## src/rtl/pmx_pkg.sv

```systemverilog
`timescale 1ns/1ps
package pmx_pkg;

    localparam int PMX_DW        = 32;
    localparam int PMX_CTRL_REGS = 4;
    localparam int PMX_STRAP_IDX = PMX_CTRL_REGS;
    localparam int PMX_WORDS     = PMX_CTRL_REGS + 1;
    localparam int PMX_SRC_W     = $clog2(PMX_WORDS);
    localparam int PMX_PINS      = 7;
    localparam int PMX_LEVELS    = 5;
    localparam int PMX_LVL_W     = $clog2(PMX_LEVELS);
    localparam int PMX_EXPRS     = 3;
    localparam int PMX_TERMS     = 3;

    typedef struct packed {
        logic                 used;
        logic [PMX_SRC_W-1:0] src;
        logic [PMX_DW-1:0]    mask;
        logic [PMX_DW-1:0]    match;
    } pmx_term_t;

    // Build a term over word[src][hi:lo] compared with val
    function automatic pmx_term_t pmx_mk(int src, int hi, int lo, int val);
        pmx_term_t d;
        d.used  = 1'b1;
        d.src   = PMX_SRC_W'(src);
        d.mask  = ((PMX_DW'(1) << (hi - lo + 1)) - PMX_DW'(1)) << lo;
        d.match = PMX_DW'(val);
        return d;
    endfunction

    function automatic int pmx_lsb(logic [PMX_DW-1:0] m);
        int   r;
        logic found;
        r     = 0;
        found = 1'b0;
        for (int i = 0; i < PMX_DW; i++) begin
            if (!found && m[i]) begin
                r     = i;
                found = 1'b1;
            end
        end
        return r;
    endfunction

    // Pin table: term t of expression e of level l on pin p
    function automatic pmx_term_t pmx_term_of(int p, int l, int e, int t);
        pmx_term_t d;
        d = '0;
        case (p)
            0: if (l == 0 && e == 0 && t == 0) d = pmx_mk(0, 0, 0, 1);
            1: begin
                if (l == 0 && e == 0 && t == 0)      d = pmx_mk(2, 22, 22, 1);
                else if (l == 1 && e == 0 && t == 0) d = pmx_mk(0, 4, 4, 1);
            end
            2: if (l == 0 && t == 0) begin
                if (e == 0)      d = pmx_mk(0, 12, 12, 1);
                else if (e == 1) d = pmx_mk(PMX_STRAP_IDX, 14, 14, 1);
            end
            3: if (e == 0 && (l == 0 || l == 1)) begin
                if (t == 0)      d = pmx_mk(1, 3, 3, 1);
                else if (t == 1) d = pmx_mk(0, 15, 15, 1);
                else if (t == 2) d = pmx_mk(2, 31, 31, (l == 1) ? 1 : 0);
            end
            4: begin
                if (l == 0 && e < 3) begin
                    if (t == 0)      d = pmx_mk(2, 5, 4, e + 1);
                    else if (t == 1) d = pmx_mk(3, 17, 17, 1);
                end else if (l == 1 && e == 0 && t == 0) begin
                    d = pmx_mk(3, 17, 17, 1);
                end
            end
            5: begin
                if (l == 0 && e == 0 && t == 0) d = pmx_mk(0, 25, 25, 1);
                else if (l == 1 && t == 0) begin
                    if (e == 0)      d = pmx_mk(1, 12, 12, 1);
                    else if (e == 1) d = pmx_mk(PMX_STRAP_IDX, 19, 19, 0);
                end
            end
            6: begin
                if (l == 0 && e == 0 && t == 0)      d = pmx_mk(3, 0, 0, 1);
                else if (l == 2 && e == 0 && t == 0) d = pmx_mk(3, 2, 1, 1);
            end
            default: d = '0;
        endcase
        return d;
    endfunction

endpackage

```

## src/rtl/pmx_regfile.sv

```systemverilog
`timescale 1ns/1ps
module pmx_regfile #(
    parameter int DW    = 32,
    parameter int NCTRL = 4,
    parameter int AW    = 3
) (
    input  logic                      clk,
    input  logic                      rst_n,
    input  logic [DW-1:0]             strap_i,
    input  logic                      wr_en_i,
    input  logic [AW-1:0]             addr_i,
    input  logic [DW-1:0]             wdata_i,
    output logic [NCTRL-1:0][DW-1:0]  ctrl_o,
    output logic [DW-1:0]             strap_o,
    output logic [DW-1:0]             rdata_o
);
    localparam int IDX_W = (NCTRL > 1) ? $clog2(NCTRL) : 1;

    typedef struct packed {
        logic [NCTRL-1:0][DW-1:0] ctrl;
        logic [DW-1:0]            strap;
    } rf_state_t;

    rf_state_t st_d, st_q;
    logic      ctrl_hit;

    assign ctrl_hit = (addr_i < AW'(NCTRL));

    always_comb begin
        st_d = st_q;
        if (!rst_n) begin
            st_d.ctrl  = '0;
            st_d.strap = strap_i;
        end else if (wr_en_i && ctrl_hit) begin
            st_d.ctrl[addr_i[IDX_W-1:0]] = wdata_i;
        end
    end

    always_ff @(posedge clk) begin
        st_q <= st_d;
    end

    always_comb begin
        if (ctrl_hit)                   rdata_o = st_q.ctrl[addr_i[IDX_W-1:0]];
        else if (addr_i == AW'(NCTRL))  rdata_o = st_q.strap;
        else                            rdata_o = '0;
    end

    assign ctrl_o  = st_q.ctrl;
    assign strap_o = st_q.strap;
endmodule

```

## src/rtl/pmx_term.sv

```systemverilog
`timescale 1ns/1ps
module pmx_term #(
    parameter int            DW    = 32,
    parameter logic [DW-1:0] MASK  = '1,
    parameter logic [DW-1:0] MATCH = '0
) (
    input  logic [DW-1:0] word_i,
    output logic          hit_o
);
    localparam int SHIFT = pmx_pkg::pmx_lsb(MASK);

    logic [DW-1:0] field;

    assign field = (word_i & MASK) >> SHIFT;
    assign hit_o = (field == MATCH);
endmodule

```

## src/rtl/pmx_prio.sv

```systemverilog
`timescale 1ns/1ps
module pmx_prio #(
    parameter int NL = 5,
    parameter int LW = 3
) (
    input  logic [NL-2:0] act_i,
    output logic [NL-1:0] sel_o,
    output logic [LW-1:0] lvl_o
);
    always_comb begin
        lvl_o = LW'(NL - 1);
        for (int l = NL - 2; l >= 0; l--) begin
            if (act_i[l]) lvl_o = LW'(l);
        end
        sel_o        = '0;
        sel_o[lvl_o] = 1'b1;
    end
endmodule

```

## src/rtl/pin_func_mux.sv

```systemverilog
`timescale 1ns/1ps
module pin_func_mux
    import pmx_pkg::*;
#(
    parameter int DATA_W = PMX_DW,
    parameter int ADDR_W = 3
) (
    input  logic                            clk,
    input  logic                            rst_n,
    input  logic [DATA_W-1:0]               strap_i,
    input  logic                            wr_en_i,
    input  logic [ADDR_W-1:0]               addr_i,
    input  logic [DATA_W-1:0]               wdata_i,
    output logic [DATA_W-1:0]               rdata_o,
    output logic [PMX_PINS*PMX_LEVELS-1:0]  pin_sel_o,
    output logic [PMX_PINS*PMX_LVL_W-1:0]   pin_lvl_o
);
    logic [PMX_CTRL_REGS-1:0][DATA_W-1:0] ctrl_q;
    logic [DATA_W-1:0]                    strap_q;
    logic [DATA_W-1:0]                    words [PMX_WORDS];

    pmx_regfile #(
        .DW    (DATA_W),
        .NCTRL (PMX_CTRL_REGS),
        .AW    (ADDR_W)
    ) u_regs (
        .clk     (clk),
        .rst_n   (rst_n),
        .strap_i (strap_i),
        .wr_en_i (wr_en_i),
        .addr_i  (addr_i),
        .wdata_i (wdata_i),
        .ctrl_o  (ctrl_q),
        .strap_o (strap_q),
        .rdata_o (rdata_o)
    );

    for (genvar w = 0; w < PMX_CTRL_REGS; w++) begin : g_word
        assign words[w] = ctrl_q[w];
    end
    assign words[PMX_STRAP_IDX] = strap_q;

    for (genvar p = 0; p < PMX_PINS; p++) begin : g_pin
        logic [PMX_LEVELS-2:0] act;

        for (genvar l = 0; l < PMX_LEVELS - 1; l++) begin : g_lvl
            logic [PMX_EXPRS-1:0] eh;

            for (genvar e = 0; e < PMX_EXPRS; e++) begin : g_expr
                localparam bit PRESENT = pmx_term_of(p, l, e, 0).used;
                logic [PMX_TERMS-1:0] th;

                for (genvar t = 0; t < PMX_TERMS; t++) begin : g_term
                    localparam pmx_term_t TD = pmx_term_of(p, l, e, t);
                    if (TD.used) begin : g_on
                        pmx_term #(
                            .DW    (DATA_W),
                            .MASK  (TD.mask),
                            .MATCH (TD.match)
                        ) u_term (
                            .word_i (words[TD.src]),
                            .hit_o  (th[t])
                        );
                    end else begin : g_off
                        assign th[t] = 1'b1;
                    end
                end

                assign eh[e] = PRESENT && (&th);
            end

            assign act[l] = |eh;
        end

        pmx_prio #(
            .NL (PMX_LEVELS),
            .LW (PMX_LVL_W)
        ) u_prio (
            .act_i (act),
            .sel_o (pin_sel_o[p*PMX_LEVELS +: PMX_LEVELS]),
            .lvl_o (pin_lvl_o[p*PMX_LVL_W +: PMX_LVL_W])
        );
    end
endmodule

```

## config.mk

```make
export PLATFORM = sky130hd
export DESIGN_NAME = pin_func_mux
export DESIGN_NICKNAME = d
export VERILOG_FILES = /design/src/rtl/pmx_pkg.sv /design/src/rtl/pmx_regfile.sv /design/src/rtl/pmx_term.sv /design/src/rtl/pmx_prio.sv /design/src/rtl/pin_func_mux.sv
export SDC_FILE = /design/constraint.sdc
export NUM_CORES = 1
export LEC_CHECK = 0
export BUFFER_PORTS_ARGS = -buffer_cell sky130_fd_sc_hd__buf_2
export CORE_MARGIN = 1
export CORE_UTILIZATION = 54
export CTS_CLUSTER_DIAMETER = 50
export CTS_CLUSTER_SIZE = 30
export DETAILED_ROUTE_END_ITERATION = 10
export PLACE_DENSITY = 0.81
export SLEW_MARGIN = 10
export SYNTH_ARGS = -nofsm -noshare
export SYNTH_HDL_FRONTEND = slang
export SYNTH_SLANG_ARGS = --single-unit
```

## constraint.sdc

```tcl
create_clock -name clk -period 2.3 [get_ports clk]
set_clock_uncertainty 0.15 [all_clocks]
set_input_delay 0.23 -clock clk [delete_from_list [all_inputs] [get_ports clk]]
set_output_delay 0.23 -clock clk [all_outputs]
set_load 0.005 [all_outputs]
```

==> impl_metrics.tcl, run 1 <==
set metrics [dict create \
    grt_pass1_wl_mm 29.1 \
    whs_endpoint "u_regs.ctrl_o[85]$_SDFFE_PN0P_" \
    cp-start-kind "primary input" \
    synthCells 780 \
    rows 41 \
    setup_viol_count_final 0 \
    busiest_layer "met2" \
    clk_latency_ns 0.42 \
    ys_seq_area_share_pct 50.0 \
    via_per_inst 5.49 \
    holdPathStages 3 \
    dp_hpwl_mm 11.0 \
    synth_area_um2 7050 \
    ant_nets 0 \
    critPathKind "in -> out" \
    cts.sinks 160 \
    drt-initial-drc-count 452 \
    clk_pin_slew_ns 0.06 \
    drc 0 \
    initial_core_util_pct 55.6 \
    r2r_start "u_regs.ctrl_o[86]$_SDFFE_PN0P_" \
    setup_tns_ns 0 \
    holdCritStartpoint "rst_n" \
    die-width_um 116 \
    synth_area_per_cell_um2 9.04 \
    rr_endpoint "u_regs.ctrl_o[86]$_SDFFE_PN0P_" \
    clockBufferDepth 2 \
    worstRegToRegCells 2 \
    fin_nets 1003 \
    gp_congestion 0.783 \
    grt_antenna_before_repair 0 \
    htree_levels 4 \
    drive_above_1_share_pct 20.4 \
    hold_class "in -> reg" \
    cellPowerDensity_nw_per_um2 739 \
    portBuffers 132 \
    cts-root-buf "clkbuf_16" \
    final_util_pct 70.3 \
    first_pass_iters 5 \
    cap_violations 0 \
    fillCellCount 976 \
    grt_max_degree 97 \
    grt_pass1_vias 5906 \
    p_leak_nw 3.58 \
    syn2layout_area_growth_pct 26.4 \
    fin_crit_ns 2.00 \
    core_area_um2 12700 \
    gr-usage-met1_pct 35.5 \
    vias 6140 \
    peakVddDrop_uv 437 \
    cts_tree "done" \
    finalHoldViolCount 0 \
    wl_per_cell_um 16.5 \
    diodes 0 \
    synth_cell_type_count 31 \
    critPathMaxFanout 32 \
    post-route-period-util_pct 87.1 \
    track_usage_pct 28.5 \
    status "complete, no violations" \
    synth_seq_cells 160 \
    cts_resized 0 \
    die_h_um 116 \
    floorplan.die_area_um2 13500 \
    rsz0062_at_grt "no" \
    grt_use_met2_pct 48.4 \
    relSlewSlack_pct 35.2 \
    numCtsBuffers 17 \
    end_kind "output port" \
    critical_path_required_ns 1.92 \
    drv_slew 0 \
    ios 158 \
    finalWirelength_mm 18.4 \
    cp.arrival_ns 1.62 \
    ys.warnings.count 0 \
    met3_usage_pct 5.14 \
    overflow 0 \
    tightest_slew_ns 0.969 \
    max_freq_mhz 499 \
    reg2reg_slack_ns 1.28 \
]
[how the worst max path moves through the flow]
stage | startpoint | endpoint | slack, ns | depth (start not counted)
3_5_place_dp | addr_i[0] | rdata_o[0] | 0.34 | 4
4_1_cts | addr_i[0] | rdata_o[0] | 0.33 | 4
3_3_place_gp | addr_i[1] | rdata_o[19] | 0.36 | 6
6_report | addr_i[0] | rdata_o[11] | 0.30 | 4
5_1_grt | addr_i[0] | rdata_o[11] | 0.24 | 4
2_1_floorplan | rst_n | u_regs.strap_o[0]$_DFFE_PN_ | 0.23 | 3
[where the power goes]
group | leakage, nW | internal [mW] | switching [mW] | total (mW)
combinational | 1.94 | 0.282 | 0.346 | 0.628
clock | 0.297 | 1.86 | 1.09 | 2.95
sequential | 1.35 | 2.96 | 0.0435 | 3.00
total | 3.58 | 5.10 | 1.48 | 6.58
[layout by cell type, fill, tap and decap left out, types with 3 or more instances in the layout]
cell type / count
nand2_1: 161
buf_2: 130
dfxtp_1: 128
a21oi_1: 66
nand3_1: 64
o21ai_1: 64
dlygate4sd3_1: 64
mux2i_1: 63
edfxtp_1: 32
o22ai_1: 31
a31o_1: 31
conb_1: 25
buf_4: 21
clkbuf_16: 17
nor2_1: 6
inv_1: 5
clkinv_2: 4
bufinv_16: 4
buf_12: 4
clkinvlp_4: 3
[worst max-delay path, cell delays in order]
cell    delay (ns)
buf_2         0.20
nor2_4        0.79
a31o_1        0.27
buf_2         0.12
[sequential cells by signal, indices dropped and copies added (netlist names)]
signal / count
u_regs.strap_o: 32
u_regs.ctrl_o: 128
[synth_stat cells]
cell       count  area (µm²)
inv_1          6        22.5
nand4b_1       1        8.76
conb_1         1        3.75
o21ai_1       64         320
o22ai_1       31         194
or2_2          1        6.26
nand4bb_1      2        22.5
mux2_1         1        11.3
or4b_4         1        13.8
nand3_1       64         320
buf_4         41         308
nor2_1         7        26.3
mux2i_1       63         631
buf_6          6        67.6
a211o_1        1        8.76
nor2b_1        1        6.26
nand2b_1       1        6.26
buf_2         28         140
dfxtp_1      128        2560
a21oi_1       66         330
nor4b_4        1        23.8
or2_1          1        6.26
nand2_1      161         604
buf_1          6        22.5
nor4bb_1       2        20.0
nor3b_1        2        15.0
clkbuf_1      28         105
edfxtp_1      32         961
nor3_1         1        5.00
a31o_1        31         272
and3_1         1        6.26
[what timing repair did]
action	4_1_cts	5_1_grt
endpoints found under the hold margin	160	0
setup buffers	0	0
hold buffers	64	0
[routing by layer]
metal	share of wire (%)	vias to the layer above	wire, µm
met1	43	2860	7910
met3	6.2	39	1150
li1	-	2979	-
met5	0	-	0
met2	49	262	9020
met4	1.9	0	357
[area by class of cell]
cell class | instances | area [µm²] | share of cell area, %
flip-flops and latches | 160 | 3520 | 39.5
clock inverters | 11 | 161 | 1.81
repair buffers | 219 | 1530 | 17.2
inverters | 6 | 23.8 | 0.267
clock buffers | 21 | 460 | 5.17
well taps | 172 | 215 | 2.42
multi-input cells | 529 | 3000 | 33.6
[kinds of logic (layout without fill, tap and decap cells)]
logic type,count (synthesis),count (layout),synth area share (%)
AND/OR/NAND/NOR,247,247,15.5
flip-flops,160,160,50.0
AO/OA/AOI/OAI,193,193,16.0
buffers and inverters,115,257,9.44
other,1,25,0.0532
multiplexers,64,64,9.10
[through the flow]
step	cells	worst slack [ns]	total power [mW]	hold WS, ns	area, µm²
after floorplan	804	0.229	3.41	0.179	7140
after global placement	1022	0.356	3.58	0.257	7650
after detailed placement	1022	0.335	3.59	0.258	7650
after CTS	1118	0.332	6.59	0.201	8910
after global routing	1118	0.238	6.79	0.225	8910
final	1118	0.297	6.58	0.208	8910
Power figures use the tool's default switching activity.
==> run 2, diff against run 1 <==
==> constraint.sdc (replaced) <==
create_clock -name clk -period 2.2 [get_ports clk]
set_clock_uncertainty 0.15 [all_clocks]
set_input_delay 0.22 -clock clk [delete_from_list [all_inputs] [get_ports clk]]
set_output_delay 0.22 -clock clk [all_outputs]
set_load 0.005 [all_outputs]
==> run 2 against run 1 <==
- clock-buffer cell count is 3 lower
- flip-flop and latch count stayed put
- global-route usage is 0.13 points higher
- register-to-register slack worse by 0.05 ns
- largest cell class unchanged
- highest routed layer unchanged
==> impl_metrics.tcl, run 2 (same netlist as run 1, synthesis figures left out) <==
set metrics [dict create \
    p_sw_mw 1.60 \
    cts-root-buf "clkbuf_16" \
    vias 6224 \
    wl_per_cell_um 16.5 \
    numCtsBuffers 17 \
    initial_core_util_pct 55.6 \
    ios 158 \
    max_stage_delay_ns 0.32 \
    cp-start-kind "primary input" \
    fin_area_um2 8910 \
    fin_crit_ns 1.89 \
    cts_tree "done" \
    die_h_um 116 \
    setup_slack_ns 0.311 \
    clk_pin_slew_ns 0.06 \
    holdCritStartpoint "rst_n" \
    floorplan.die_area_um2 13500 \
    rsz0062_at_grt "no" \
    grt_antenna_before_repair 0 \
    post-route-period-util_pct 85.9 \
    gp_congestion 0.776 \
    fin_nets 1007 \
    worstRegToRegCells 2 \
    rows 41 \
    layout_commonest_cell "nand2_1" \
    max_freq_mhz 529 \
    overflow 0 \
    critical_path_required_ns 1.83 \
    fillCellCount 972 \
    htree_levels 4 \
    cp.arrival_ns 1.52 \
    die-width_um 116 \
    path_cells "buf_4 > buf_4 > mux2i_1 > o22ai_1 > a31o_1 > buf_2" \
    setup_tns_ns 0 \
    drv_slew 0 \
    whs_endpoint "u_regs.ctrl_o[79]$_SDFFE_PN0P_" \
    critPathMaxFanout 25 \
    post_cts_buffers 0 \
    r2r_start "u_regs.ctrl_o[86]$_SDFFE_PN0P_" \
    hold_class "in -> reg" \
    swShare_pct 24.0 \
    critPathKind "in -> out" \
    rr_endpoint "u_regs.ctrl_o[86]$_SDFFE_PN0P_" \
    p_leak_nw 3.59 \
    final_cell_mix "nand2_1 (161), buf_2 (130), dfxtp_1 (128)" \
    largest_register_ffs 128 \
    dp_hpwl_mm 11.5 \
    portBuffers 132 \
    via_per_inst 5.55 \
    p_int_mw 5.06 \
    stdcell_count 1122 \
    peakVddDrop_uv 599 \
    core_area_um2 12700 \
    ant_nets 0 \
    holdPathStages 3 \
    grt_max_degree 97 \
    dp.cells 1026 \
    reg2reg_slack_ns 1.23 \
    finalHoldViolCount 0 \
    cp_slowest_cell "buf_4" \
    drive_above_1_share_pct 20.9 \
    drc 0 \
    clockPowerShare_pct 42.8 \
    cellPowerDensity_nw_per_um2 747 \
    p_seq_share_pct 47.2 \
    first_pass_iters 5 \
    status "complete, no violations" \
    grt_pass1_vias 5845 \
    grt_pass1_wl_mm 29.2 \
    clk_latency_ns 0.42 \
    placed_area_um2 7700 \
    combPwrFrac_pct 10.0 \
    cap_violations 0 \
    pre_cts_slack_ns 0.359 \
    track_usage_pct 28.6 \
    timing.critical_path.mode_cell "buf_4" \
    clockBufferDepth 2 \
    end_kind "output port" \
    drt-initial-drc-count 542 \
    cts.sinks 160 \
    syn2layout_area_growth_pct 26.4 \
    finalWirelength_mm 18.5 \
    setup_viol_count_final 0 \
]
run 2: layout make-up:
class	instances	area, µm²	share of cell area (%)
Multi-Input combinational cell	529	3000	33.6
Inverter	6	23.8	0.267
Clock inverter	13	136	1.53
Sequential cell	160	3520	39.5
Tap cell	172	215	2.41
Antenna cell	1	2.50	0.0281
Clock buffer	18	429	4.82
Timing Repair Buffer	223	1580	17.8
run 2: through the flow:
stage | hold WS [ns] | total power, mW | utilization (%)
CTS | 0.132 | 6.67 | 70.3
floorplan | 0.169 | 3.57 | -
detailed placement | 0.248 | 3.77 | 60.8
finish | 0.137 | 6.66 | 70.3
global route | 0.142 | 6.87 | 70.3
global placement | 0.247 | 3.76 | 60.8
run 2: power by group through the flow:
stage / Clock, mW / Combinational (mW) / Sequential, mW
6_report: 2.85 / 0.666 / 3.15
5_1_grt: 3.00 / 0.725 / 3.15
4_1_cts: 2.87 / 0.655 / 3.14
3_5_place_dp: 0 / 0.564 / 3.21
3_3_place_gp: 0 / 0.557 / 3.21
2_1_floorplan: 0 / 0.382 / 3.19
run 2: worst max-delay path: cells and delay by family:
kind / cells / cell delay, ns
mux: 1 / 0.24
compound gates: 2 / 0.29
buf+inv: 3 / 0.75
run 2: how the worst max path moves through the flow:
stage | start | endpoint | slack, ns | depth (start not counted)
2_1_floorplan | rst_n | u_regs.strap_o[0]$_DFFE_PN_ | 0.14 | 3
3_3_place_gp | addr_i[2] | rdata_o[31] | 0.39 | 6
3_5_place_dp | addr_i[1] | rdata_o[6] | 0.36 | 6
4_1_cts | addr_i[1] | rdata_o[6] | 0.35 | 6
5_1_grt | addr_i[1] | rdata_o[6] | 0.23 | 6
6_report | addr_i[1] | rdata_o[4] | 0.31 | 6
run 2: timing repair:
action	CTS	global route
hold buffers	64	0
endpoints found under the hold margin	160	0
resized for setup	0	0
run 2: routing by layer:
metal | up-vias | share of wire, % | GRT usage, %
li1 | 2991 | - | -
met1 | 2878 | 43 | 37.2
met2 | 318 | 47 | 46.0
met3 | 37 | 8.2 | 6.49
met4 | 0 | 2.3 | 11.6
met5 | - | 0 | 0
==> run 3, diff against run 2 <==
--- a/config.mk
+++ b/config.mk
@@ -7,11 +7,12 @@
 export LEC_CHECK = 0
 export BUFFER_PORTS_ARGS = -buffer_cell sky130_fd_sc_hd__buf_2
 export CORE_MARGIN = 1
-export CORE_UTILIZATION = 54
+export CORE_UTILIZATION = 55
 export CTS_CLUSTER_DIAMETER = 50
 export CTS_CLUSTER_SIZE = 30
 export DETAILED_ROUTE_END_ITERATION = 10
-export PLACE_DENSITY = 0.81
+export PLACE_DENSITY = 0.82
+export RECOVER_POWER = 100
 export SLEW_MARGIN = 10
 export SYNTH_ARGS = -nofsm -noshare
 export SYNTH_HDL_FRONTEND = slang
==> constraint.sdc (replaced) <==
create_clock -name clk -period 2.3 [get_ports clk]
set_clock_uncertainty 0.15 [all_clocks]
set_input_delay 0.23 -clock clk [delete_from_list [all_inputs] [get_ports clk]]
set_output_delay 0.23 -clock clk [all_outputs]
set_load 0.005 [all_outputs]
==> run 3 against run 2 <==
- non-clock buffer count down 4
- final cell count down 0.71%
- sequential power down 5%
- power down 2.1%
- flip-flop and latch count unchanged
- critical path type unchanged
- highest routed layer unchanged
==> impl_metrics.tcl, run 3 (same netlist as run 1, synthesis figures left out) <==
set metrics [dict create \
    worst-path-buf-inv 2 \
    end_kind "output port" \
    dp_hpwl_mm 11.2 \
    crit_family "simple AND/OR/NAND/NOR gates" \
    grt_pass1_vias 5578 \
    grt_antenna_before_repair 0 \
    drv_slew 0 \
    floorplan.die_area_um2 13300 \
    cts-root-buf "clkbuf_16" \
    numCtsBuffers 17 \
    setup_tns_ns 0 \
    cap_violations 0 \
    gp_congestion 0.793 \
    track_usage_pct 28.5 \
    finalHoldViolCount 0 \
    holdCritStartpoint "rst_n" \
    diodes 0 \
    holdPathStages 3 \
    path_cells "buf_2 > nor2_4 > a31o_1 > clkbuf_1" \
    p_total_mw 6.52 \
    rows 40 \
    hold_class "in -> reg" \
    grt_max_degree 40 \
    critical_path_required_ns 1.92 \
    whs_endpoint "u_regs.ctrl_o[54]$_SDFFE_PN0P_" \
    die_h_um 115 \
    setup_viol_count_final 0 \
    ant_nets 0 \
    fin_crit_ns 2.00 \
    relSlewSlack_pct 14.4 \
    finalWirelength_mm 18.5 \
    wl_per_cell_um 16.6 \
    rr_endpoint "u_regs.ctrl_o[86]$_SDFFE_PN0P_" \
    r2r_start "u_regs.ctrl_o[86]$_SDFFE_PN0P_" \
    worstRegToRegCells 2 \
    ios 158 \
    fin_nets 1003 \
    htree_levels 4 \
    cts.sinks 160 \
    initial_core_util_pct 57.5 \
    cp_slowest_cell "nor2_4" \
    drc 0 \
    drt-initial-drc-count 453 \
    max_stage_delay_ns 0.77 \
    clk_latency_ns 0.42 \
    drive_above_1_share_pct 16.0 \
    status "complete, no violations" \
    first_pass_iters 5 \
    max_freq_mhz 501 \
    critPathMaxFanout 32 \
    clk_pin_slew_ns 0.06 \
    layout_commonest_cell "nand2_1" \
    tightest_slew_ns 1.28 \
    p_leak_nw 3.45 \
    vias 6173 \
    cp.arrival_ns 1.62 \
    reg2reg_slack_ns 1.31 \
    post-route-period-util_pct 86.8 \
    peakVddDrop_uv 579 \
    via_per_inst 5.54 \
    portBuffers 132 \
    clockBufferDepth 2 \
    grt_pass1_wl_mm 28.5 \
    critPathKind "in -> out" \
    overflow 0 \
    die-width_um 115 \
    largest_register_ffs 128 \
    core_area_um2 12300 \
    syn2layout_area_growth_pct 24.6 \
    rsz0062_at_grt "no" \
    cellPowerDensity_nw_per_um2 742 \
    cp-start-kind "primary input" \
    cts_tree "done" \
    final_cell_mix "nand2_1 (161), dfxtp_1 (128), buf_2 (90)" \
]
-- run 3: cell types whose count changed in the layout (fill, tap and decap cells not counted), moves of 2 or more --
cell / change
inv_6: -3
clkbuf_2: +8
buf_4: -7
o21ai_0: +53
clkbuf_8: +2
buf_2: -40
clkbuf_1: +41
clkinv_2: -4
buf_12: -5
o21ai_1: -53
clkbuf_16: +4
-- run 3: how the worst max path moves through the flow --
stage                    from                             end  slack, ns  cells after the start
finish              addr_i[0]                     rdata_o[15]       0.30                      4
global route        addr_i[2]  u_regs.ctrl_o[10]$_SDFFE_PN0P_       0.16                      5
CTS                 addr_i[0]                     rdata_o[22]       0.33                      4
detailed placement  addr_i[0]                      rdata_o[0]       0.35                      4
global placement    addr_i[2]   u_regs.ctrl_o[1]$_SDFFE_PN0P_       0.41                      5
floorplan               rst_n     u_regs.strap_o[0]$_DFFE_PN_       0.23                      3
-- run 3: worst register-to-register path: stages, from the launching register on --
cell and delay [ns]:
dfxtp_1 0.52, nand2_1 0.09, a21oi_1 0.16
-- run 3: final cells by class --
| cell class | instances | area, µm² |
|---|---|---|
| Timing Repair Buffer | 219 | 1420 |
| Inverter | 6 | 23.8 |
| Multi-Input combinational cell | 529 | 2980 |
| Tap cell | 168 | 210 |
| Fill cell | 926 | 3480 |
| Clock buffer | 26 | 564 |
| Sequential cell | 160 | 3520 |
| Clock inverter | 6 | 62.6 |
-- run 3: layer usage --
layer  vias up  share of wire, %  track usage (%)
met2       245                48             47.9
met3        25               6.7             7.85
met4         0               1.6             9.52
met1      2933                43             35.3
met5         -                 0                0
li1       2970                 -                -
-- run 3: report_power, final --
| group | internal, mW | total (mW) | leakage, nW | switching, mW |
|---|---|---|---|---|
| clock | 1.81 | 2.91 | 0.308 | 1.11 |
| sequential | 2.96 | 3.00 | 1.35 | 0.0434 |
| combinational | 0.263 | 0.603 | 1.79 | 0.340 |
-- run 3: what timing repair did --
action                                 CTS  global route
endpoints found under the hold margin  160             0
gates resized for setup                  0             0
hold buffers                            64             0
buffers inserted                         0             0
-- run 3: metrics by stage --
| stage | util (%) | cell area [µm²] | worst slack [ns] | hold slack [ns] | instances |
|---|---|---|---|---|---|
| 3_3_place_gp | 62.2 | 7630 | 0.406 | 0.257 | 1018 |
| 4_1_cts | 72.6 | 8900 | 0.332 | 0.0453 | 1114 |
| 6_report | 71.6 | 8780 | 0.304 | 0.0560 | 1114 |
| 2_1_floorplan | - | 7140 | 0.229 | 0.179 | 804 |
| 3_5_place_dp | 62.2 | 7630 | 0.354 | 0.259 | 1018 |
| 5_1_grt | 71.6 | 8780 | 0.155 | 0.0524 | 1114 |
